### config.mk
export PLATFORM = sky130hd
export DESIGN_NAME = uart_rx_sticky
export DESIGN_NICKNAME = d
export VERILOG_FILES = /design/src/rtl/rxs_pkg.sv /design/src/rtl/rxs_sync.sv /design/src/rtl/rxs_deser.sv /design/src/rtl/uart_rx_sticky.sv
export SDC_FILE = /design/constraint.sdc
export NUM_CORES = 1
export LEC_CHECK = 0
export BUFFER_PORTS_ARGS = -buffer_cell sky130_fd_sc_hd__buf_2
export CORE_ASPECT_RATIO = 1.2
export CORE_MARGIN = 3
export CORE_UTILIZATION = 30
export DETAILED_ROUTE_END_ITERATION = 16
export GPL_TIMING_DRIVEN = 0
export PLACE_DENSITY = 0.49
export RECOVER_POWER = 25
export SYNTH_ARGS = -nofsm -noshare
export SYNTH_HDL_FRONTEND = slang
export SYNTH_SLANG_ARGS = --single-unit
### constraint.sdc
create_clock -name clk -period 3.7 [get_ports clk]
set_input_delay 0.185 -clock clk [delete_from_list [all_inputs] [get_ports clk]]
set_output_delay 0.185 -clock clk [all_outputs]
set_load 0.01 [all_outputs]
### src/rtl/rxs_pkg.sv
package rxs_pkg;
    typedef enum logic [2:0] {
        PM_EVEN = 3'd0,
        PM_ODD  = 3'd1,
        PM_ZERO = 3'd2,
        PM_ONE  = 3'd3
    } par_mode_e;

    typedef enum logic [2:0] {
        S_IDLE,
        S_START,
        S_DATA,
        S_PAR,
        S_STOP
    } rx_state_e;

    function automatic logic mode_has_parity(input logic [2:0] mode);
        return (mode[2] == 1'b0);
    endfunction

    function automatic logic expected_parity(input logic [2:0] mode, input logic odd_sum);
        case (mode)
            PM_EVEN: return odd_sum;
            PM_ODD:  return ~odd_sum;
            PM_ZERO: return 1'b0;
            PM_ONE:  return 1'b1;
            default: return 1'b0;
        endcase
    endfunction
endpackage

### src/rtl/rxs_sync.sv
module rxs_sync #(
    parameter int STAGES = 2
) (
    input  logic clk,
    input  logic rst_n,
    input  logic din,
    output logic dout
);
    logic [STAGES-1:0] chain_d, chain_q;

    always_comb begin
        chain_d = {chain_q[STAGES-2:0], din};
    end

    always_ff @(posedge clk or negedge rst_n) begin
        if (!rst_n) chain_q <= '1;
        else        chain_q <= chain_d;
    end

    assign dout = chain_q[STAGES-1];
endmodule

### src/rtl/rxs_deser.sv
module rxs_deser
    import rxs_pkg::*;
#(
    parameter int DATA_W = 8,
    parameter int OVS    = 16
) (
    input  logic              clk,
    input  logic              rst_n,
    input  logic              rx_s,
    input  logic              tick,
    input  logic [2:0]        par_mode,
    output logic              done,
    output logic [DATA_W-1:0] data,
    output logic              perr,
    output logic              ferr
);
    localparam int CNT_W = (OVS > 2) ? $clog2(OVS) : 1;
    localparam int IDX_W = (DATA_W > 2) ? $clog2(DATA_W) : 1;
    localparam logic [CNT_W-1:0] CNT_HALF = CNT_W'(OVS / 2 - 1);
    localparam logic [CNT_W-1:0] CNT_FULL = CNT_W'(OVS - 1);
    localparam logic [IDX_W-1:0] IDX_LAST = IDX_W'(DATA_W - 1);

    typedef struct packed {
        rx_state_e         state;
        logic [CNT_W-1:0]  cnt;
        logic [IDX_W-1:0]  idx;
        logic [DATA_W-1:0] shreg;
        logic [2:0]        mode;
        logic              par_en;
        logic              perr_pend;
        logic              done;
        logic [DATA_W-1:0] data;
        logic              perr;
        logic              ferr;
    } deser_t;

    deser_t q, d;

    always_comb begin
        d      = q;
        d.done = 1'b0;
        case (q.state)
            S_IDLE: begin
                if (tick && !rx_s) begin
                    d.state = S_START;
                    d.cnt   = '0;
                end
            end
            S_START: begin
                if (tick) begin
                    if (q.cnt == CNT_HALF) begin
                        d.cnt = '0;
                        if (!rx_s) begin
                            d.state     = S_DATA;
                            d.idx       = '0;
                            d.mode      = par_mode;
                            d.par_en    = mode_has_parity(par_mode);
                            d.perr_pend = 1'b0;
                        end else begin
                            d.state = S_IDLE;
                        end
                    end else begin
                        d.cnt = q.cnt + 1'b1;
                    end
                end
            end
            S_DATA: begin
                if (tick) begin
                    if (q.cnt == CNT_FULL) begin
                        d.cnt   = '0;
                        d.shreg = {rx_s, q.shreg[DATA_W-1:1]};
                        if (q.idx == IDX_LAST) d.state = q.par_en ? S_PAR : S_STOP;
                        else                   d.idx   = q.idx + 1'b1;
                    end else begin
                        d.cnt = q.cnt + 1'b1;
                    end
                end
            end
            S_PAR: begin
                if (tick) begin
                    if (q.cnt == CNT_FULL) begin
                        d.cnt       = '0;
                        d.perr_pend = (rx_s != expected_parity(q.mode, ^q.shreg));
                        d.state     = S_STOP;
                    end else begin
                        d.cnt = q.cnt + 1'b1;
                    end
                end
            end
            S_STOP: begin
                if (tick) begin
                    if (q.cnt == CNT_FULL) begin
                        d.cnt   = '0;
                        d.done  = 1'b1;
                        d.data  = q.shreg;
                        d.perr  = q.perr_pend;
                        d.ferr  = !rx_s;
                        d.state = S_IDLE;
                    end else begin
                        d.cnt = q.cnt + 1'b1;
                    end
                end
            end
            default: d.state = S_IDLE;
        endcase
    end

    always_ff @(posedge clk or negedge rst_n) begin
        if (!rst_n) q <= '{state: S_IDLE, mode: 3'd0, default: '0};
        else        q <= d;
    end

    assign done = q.done;
    assign data = q.data;
    assign perr = q.perr;
    assign ferr = q.ferr;

    // a completion pulse follows only a stop-bit sample
    p_done_after_stop_r2: assert property (@(posedge clk) disable iff (!rst_n)
        q.done |-> $past(q.state == S_STOP));

    // with no parity slot a completion never carries a parity error
    p_no_perr_without_parity_r8: assert property (@(posedge clk) disable iff (!rst_n)
        (q.done && !q.par_en) |-> !q.perr);

    // a confirmed start leads into data, never straight to stop
    p_start_to_data_r11: assert property (@(posedge clk) disable iff (!rst_n)
        (q.state == S_START && d.state != S_START) |-> (d.state == S_DATA || d.state == S_IDLE));
endmodule

### src/rtl/uart_rx_sticky.sv
module uart_rx_sticky
    import rxs_pkg::*;
#(
    parameter int DATA_W      = 8,
    parameter int OVS         = 16,
    parameter int SYNC_STAGES = 2
) (
    input  logic              clk,
    input  logic              rst_n,
    input  logic              rx_serial,
    input  logic              baud_tick,
    input  logic [2:0]        parity_mode,
    input  logic              rd_strobe,
    input  logic              clr_status,
    output logic [DATA_W-1:0] rx_data,
    output logic [3:0]        status
);
    logic              rx_s;
    logic              char_done;
    logic [DATA_W-1:0] char_data;
    logic              char_perr;
    logic              char_ferr;

    rxs_sync #(.STAGES(SYNC_STAGES)) u_sync (
        .clk  (clk),
        .rst_n(rst_n),
        .din  (rx_serial),
        .dout (rx_s)
    );

    rxs_deser #(.DATA_W(DATA_W), .OVS(OVS)) u_deser (
        .clk     (clk),
        .rst_n   (rst_n),
        .rx_s    (rx_s),
        .tick    (baud_tick),
        .par_mode(parity_mode),
        .done    (char_done),
        .data    (char_data),
        .perr    (char_perr),
        .ferr    (char_ferr)
    );

    typedef struct packed {
        logic [DATA_W-1:0] hold;
        logic              rdy;
        logic              ovr;
        logic              par;
        logic              frm;
    } stat_t;

    stat_t q, d;

    always_comb begin
        d = q;
        if (clr_status) begin
            d.ovr = 1'b0;
            d.par = 1'b0;
            d.frm = 1'b0;
        end
        if (char_done) begin
            d.hold = char_data;
            d.rdy  = 1'b1;
            if (q.rdy && !rd_strobe) d.ovr = 1'b1;
            if (char_perr)           d.par = 1'b1;
            if (char_ferr)           d.frm = 1'b1;
        end else if (rd_strobe) begin
            d.rdy = 1'b0;
        end
    end

    always_ff @(posedge clk or negedge rst_n) begin
        if (!rst_n) q <= '0;
        else        q <= d;
    end

    assign rx_data = q.hold;
    assign status  = {q.frm, q.par, q.ovr, q.rdy};

    p_ready_on_char_r2: assert property (@(posedge clk) disable iff (!rst_n)
        char_done |=> status[0]);

    p_read_clears_r3: assert property (@(posedge clk) disable iff (!rst_n)
        (rd_strobe && !char_done) |=> (!status[0] && $stable(rx_data)));

    p_overrun_set_r4: assert property (@(posedge clk) disable iff (!rst_n)
        (char_done && status[0] && !rd_strobe) |=> status[1]);

    p_same_cycle_r5: assert property (@(posedge clk) disable iff (!rst_n)
        (char_done && rd_strobe && (!status[1] || clr_status)) |=> (status[0] && !status[1]));

    p_par_sticky_r7: assert property (@(posedge clk) disable iff (!rst_n)
        (status[2] && !clr_status) |=> status[2]);

    p_frame_sticky_r9: assert property (@(posedge clk) disable iff (!rst_n)
        (status[3] && !clr_status) |=> status[3]);

    p_clear_errs_r10: assert property (@(posedge clk) disable iff (!rst_n)
        (clr_status && !char_done) |=> (status[3:1] == 3'b000 && $stable(rx_data)));

    p_errs_only_on_char_r6: assert property (@(posedge clk) disable iff (!rst_n)
        ($rose(status[2]) || $rose(status[3])) |-> $past(char_done));
endmodule

Yosys cells after proc, flatten, opt, wreduce, memory -nomap -nowiden. Cells that the tools add are included.

Output and inout bits: 12. Input port bits: 9. Word-level logic and storage cells: 103. Bits in registers: 48.

Eq/ne operators: 22. Multiplexer cells: 41. Bitwise operators: 3. Add/subtract/negate cells: 2. Reduce and logical (&&, ||, !) cells: 18.

Operators by type and width (count): 2-to-1 mux 11 bit (4); 2-to-1 mux 3 bit (11); 2-to-1 mux 7 bit (3); one-hot mux 4 bit (5 select lines) (1); 2-to-1 mux 18 bit (1); one-hot mux 3 bit (5 select lines) (1); 2-to-1 mux 1 bit (13); != test 2 x 1 -> 1 bit (second input constant) (6); != test 2 bit (second input constant) (6); AND reduction 6 bit (2); 2-to-1 mux 10 bit (1); AND reduction 10 bit (1); equality test 3 x 2 -> 1 bit (second input constant) (3); 2-to-1 mux 4 bit (2); XOR reduction 8 bit (1); AND reduction 7 bit (1); equality test 3 x 1 -> 1 bit (second input constant) (2); equality test 3 bit (second input constant) (2); logical NOT 3 bit (2); one-hot mux 3 bit (2 select lines) (1); AND reduction 3 bit (2); nonzero test 2 bit (3); nonzero test 5 bit (1); adder 4 x 1 -> 4 bit (second input constant) (1); 11 further kinds (15).

Logic depth before layout (Yosys ltp).
Depth after elaboration: 10. Mapped depth: 7. Mapped depth without buffers: 7.

Cells and area by module. From an unflattened synthesis, not the netlist that was laid out.

Cells, all modules: 198. Area total of the unflattened synthesis: 2358.5 sq um.

By module, submodules not included: rxs_deser (cells each 169, seq. area each 850.8 sq um, times used 1, area each 1835.5 sq um); uart_rx_sticky (cells each 27, seq. area each 300.3 sq um, times used 1, area each 470.5 sq um); rxs_sync (cells each 2, seq. area each 52.6 sq um, times used 1, area each 52.6 sq um).

Worst setup path after synthesis. OpenSTA, ideal clock, no wires.

Path kind: flip-flop to flip-flop. Start: register u_deser.q[24] (netlist bit). End: register u_deser.q[24] (netlist bit). Period minus slack after synthesis: 1929 ps. Stages on the path, launching flop included: 8. Arrival time: 1849 ps. Data required time: 3620 ps. Buffers on the path: 0. Setup slack: 1771 ps. Setup time: 80 ps. Cells stage by stage: dfrtp_1 > ha_1 > ha_1 > or2b_1 > nor2_1 > a21oi_1 > nor4_1 > mux2i_1.

Cells in the longest elaborated chain, start to end: 5. Elaborated cells on any way between the ends: 8. Classes of those cells: 1 x add/sub; 2 x eq/ne; 4 x mux; 1 x reduce/logical.

RTL lines: start, declared (line rxs_deser.sv:37) `deser_t q, d;`; start signal, assigned (line rxs_deser.sv:109) `if (!rst_n) q <= '{state: S_IDLE, mode: 3'd0, default: '0};`; start signal, assigned (line rxs_deser.sv:110) `else q <= d;`; adder 3 x 1 -> 3 bit (line rxs_deser.sv:73) `else d.idx = q.idx + 1'b1;`; 2-to-1 mux 3 bit (line rxs_deser.sv:72) `if (q.idx == IDX_LAST) d.state = q.par_en ? S_PAR : S_STOP;`; 2-to-1 mux 11 bit (line rxs_deser.sv:69) `if (q.cnt == CNT_FULL) begin`; 2-to-1 mux 18 bit (line rxs_deser.sv:68) `if (tick) begin`; one-hot mux 3 bit (2 select lines) (line rxs_deser.sv:42) `case (q.state)`.

Parallel ways exist; a longest one is shown, timed or not. The select of a mux whose other input is x is not followed. A chain may end at the register's enable or synchronous reset.

Final worst setup path.
Start: register u_deser.q[24] (netlist bit). End: register u_deser.q[25] (netlist bit).

Same word-level chain as after synthesis.

==> impl_metrics.toml <==
[yosys]
avgSynthCellArea_um2 = 12.1
ys_warn_count = 0
synthArstFlopShare = 1.00
syn_area_um2 = 2270
synth_edf_count = 0
synth-seq-area-share = 0.531
yosys.area.top_type = "dfrtp_1"
synth_top_area_frac = 0.507
synth_cell_types = 44
synth_area_leaders = "dfrtp_1 51%, mux2_2 12%, mux2_4 3.3%"
synth_nets = 199
syn_inst = 187
ys.flop_type = "dfrtp_1"
ys_seq_elements = 48

[floorplan]
dieHeight_um = 101
row_count = 34
core-area_um2 = 7320
die_w_um = 85.4
dieArea_um2 = 8650
start_util = 0.310
ios = 21

[setup_path]
crit_path_frequent_cell = "ha_1"
crit_buf_inv = 0
cp-end-kind = "flop"
required_ns = 3.92
path_delay_family = "simple AND/OR/NAND/NOR gates"
cpPeakStageDelay_ns = 0.69
cp_slowest_cell = "nor4_1"
crit_chain = "ha_1 > ha_1 > or2b_1 > nor2_1 > a21oi_1 > nor4_1 > mux2i_1"
critPathArrivalTime_ns = 2.40
worstPathMaxFanout = 3
worstSetupPathType = "flop to flop"
start_kind = "flop"

[placement]
routabilityCongestion = 0.780
dp_hpwl_um = 2810
port_buffers = 19

[clock_tree]
cts_buffers = 5
cts.reportedPaths.clkPinSlew_ns = 0.09
h-tree-depth = 2
cts_root_buf = "clkbuf_8"
tritoncts = "done"
worstSkewPairLatency_ns = 0.30
cts.path.max_buffers = 2
cts_resized = 0
cts.sinks = 48

[cells_and_area]
area_growth_pct = 14.6
nets = 226
utilization = 0.355
diodes = 0
drive_above_1_share = 0.321

[pwr]
irDropWorstVdd_mv = 0.163
p_leak_nw = 1.25
finalPower_mw = 1.21
power_density_nw_per_um2 = 465

[outcome]
violations = "capacitance limit, slew limit"
outcome = "finished with violations"

[min_path]
hp-class = "primary input to flop"

[timing]
worst_pin_slew_ns = 2.57
maxSlewHeadroom = -0.712
grt_setup_unrepaired = "no"
fin_crit_ns = 2.18
drv_slew = 49
fmax_mhz = 459
skew_ns = 0.00508
setup_tns_ns = 0
holdWs_ns = 0.0763
fin_crit_sh = 0.589
finalHoldViolations = 0
final-setup-viol-count = 0

[global_route]
grt_max_degree = 49
grt_pass1_vias = 1447
grt_overflow = 0
antenna_found_initial = 0
grt_pass1_wl_um = 7040
grt_use_total = 0.102

[drt]
routed_wl_um = 4060
route.met2.wl_um = 1930
viasPerCell = 4.79
drt_first_pass_iters = 4
dr.max_layer_used = "met4"
wl_per_cell_um = 13.3
remaining_drc_errors = 0
ant_nets = 0
drt_iter0_drc = 43
wl_met1_um = 1910
met3_length_um = 167
vias = 1460

[flow_run]
drv_cap = 1
==> final timing paths <==
path	slack, ns	startpoint	cells past startpoint	end
setup / recovery	1.52	u_deser.q[24]	7	u_deser.q[25]
hold / removal	0.08	parity_mode[2]	2	u_deser.q[12]
setup reg to reg	1.52	u_deser.q[24]	7	u_deser.q[25]
hold reg to reg	0.36	u_sync.chain_q[0]	0	u_sync.chain_q[1]
max in group asynchronous	1.58	rst_n	1	u_deser.q[33]
min in group asynchronous	0.68	rst_n	1	rx_data[3]
==> registers in the layout, indices dropped and copies added, names as in the netlist <==
signal,flops
u_deser.perr,1
u_deser.data,8
u_deser.done,1
u_sync.chain_q,2
status,4
rx_data,8
u_deser.q,23
u_deser.ferr,1
==> stage by stage <==
step,instance area (um2),std cells,worst slack (ns)
after floorplan,2270,187,1.77
after detailed placement,2480,296,1.50
after CTS,2600,305,1.49
after global routing,2600,305,0.979
final,2600,305,1.52
after global placement,2480,296,1.52
==> layout by cell type, fill, tap and decap left out, types with 3 or more instances in the layout <==
cell type  Yosys  final
nand3_1        5      5
nor2_1        10     10
ha_1           3      3
mux2i_1        4      4
buf_2          4     22
nand2b_1       4      4
nand2_1       12     12
dfrtp_1       46     46
xnor2_1        7      7
mux2_2        25     25
mux2_4         5      5
inv_1          7      7
o21ai_0        7      7
clkbuf_1       2      3
a22o_1         4      4
or3_4          3      3
a21oi_1        3      3
clkbuf_8       0      5
==> final cells by class <==
class                   count  area, um2
inverters                   7       26.3
clock buffers               5       68.8
flip-flops and latches     48       1200
plain buffers               9       46.3
multi-input cells         123        992
clock inverters             3       46.3
fillers                   733       4720
well taps                  90        113
repair buffers             20        104
==> repair_timing <==
action	CTS	global route
hold endpoints to repair	1	0
buffers inserted	0	0
hold buffers	1	0
==> report_power, final <==
part / switching [mW] / internal (mW)
Sequential: 0.0330 / 0.555
Clock: 0.188 / 0.204
Combinational: 0.128 / 0.101
==> cells by family after synthesis <==
family                     share of synthesized area
xor gates and xnor gates                      0.0309
AOI/OAI and AO/OA                             0.0844
and+or+nand+nor                                0.131
buffers and inverters                         0.0320
muxes                                          0.175
DFF                                            0.531
adders and majority gates                     0.0165
==> synthesized netlist by cell type (all sizes together) (3+ instances only) <==
| master | number |
|---|---|
| a22o | 4 |
| mux2i | 4 |
| nand2b | 4 |
| a21oi | 4 |
| ha | 3 |
| buf | 7 |
| nor2 | 10 |
| xnor2 | 7 |
| dfrtp | 46 |
| mux2 | 30 |
| o21ai | 7 |
| nor3 | 3 |
| or3 | 4 |
| nand3 | 5 |
| inv | 7 |
| nand2 | 12 |
==> routing by layer <==
layer / vias up / track usage
li1: 716 / -
met1: 715 / 0.133
met2: 22 / 0.164
met3: 7 / 0.0269
met4: 0 / 0.0329
met5: - / 0
No activity file was read; power rests on OpenSTA's default activity.
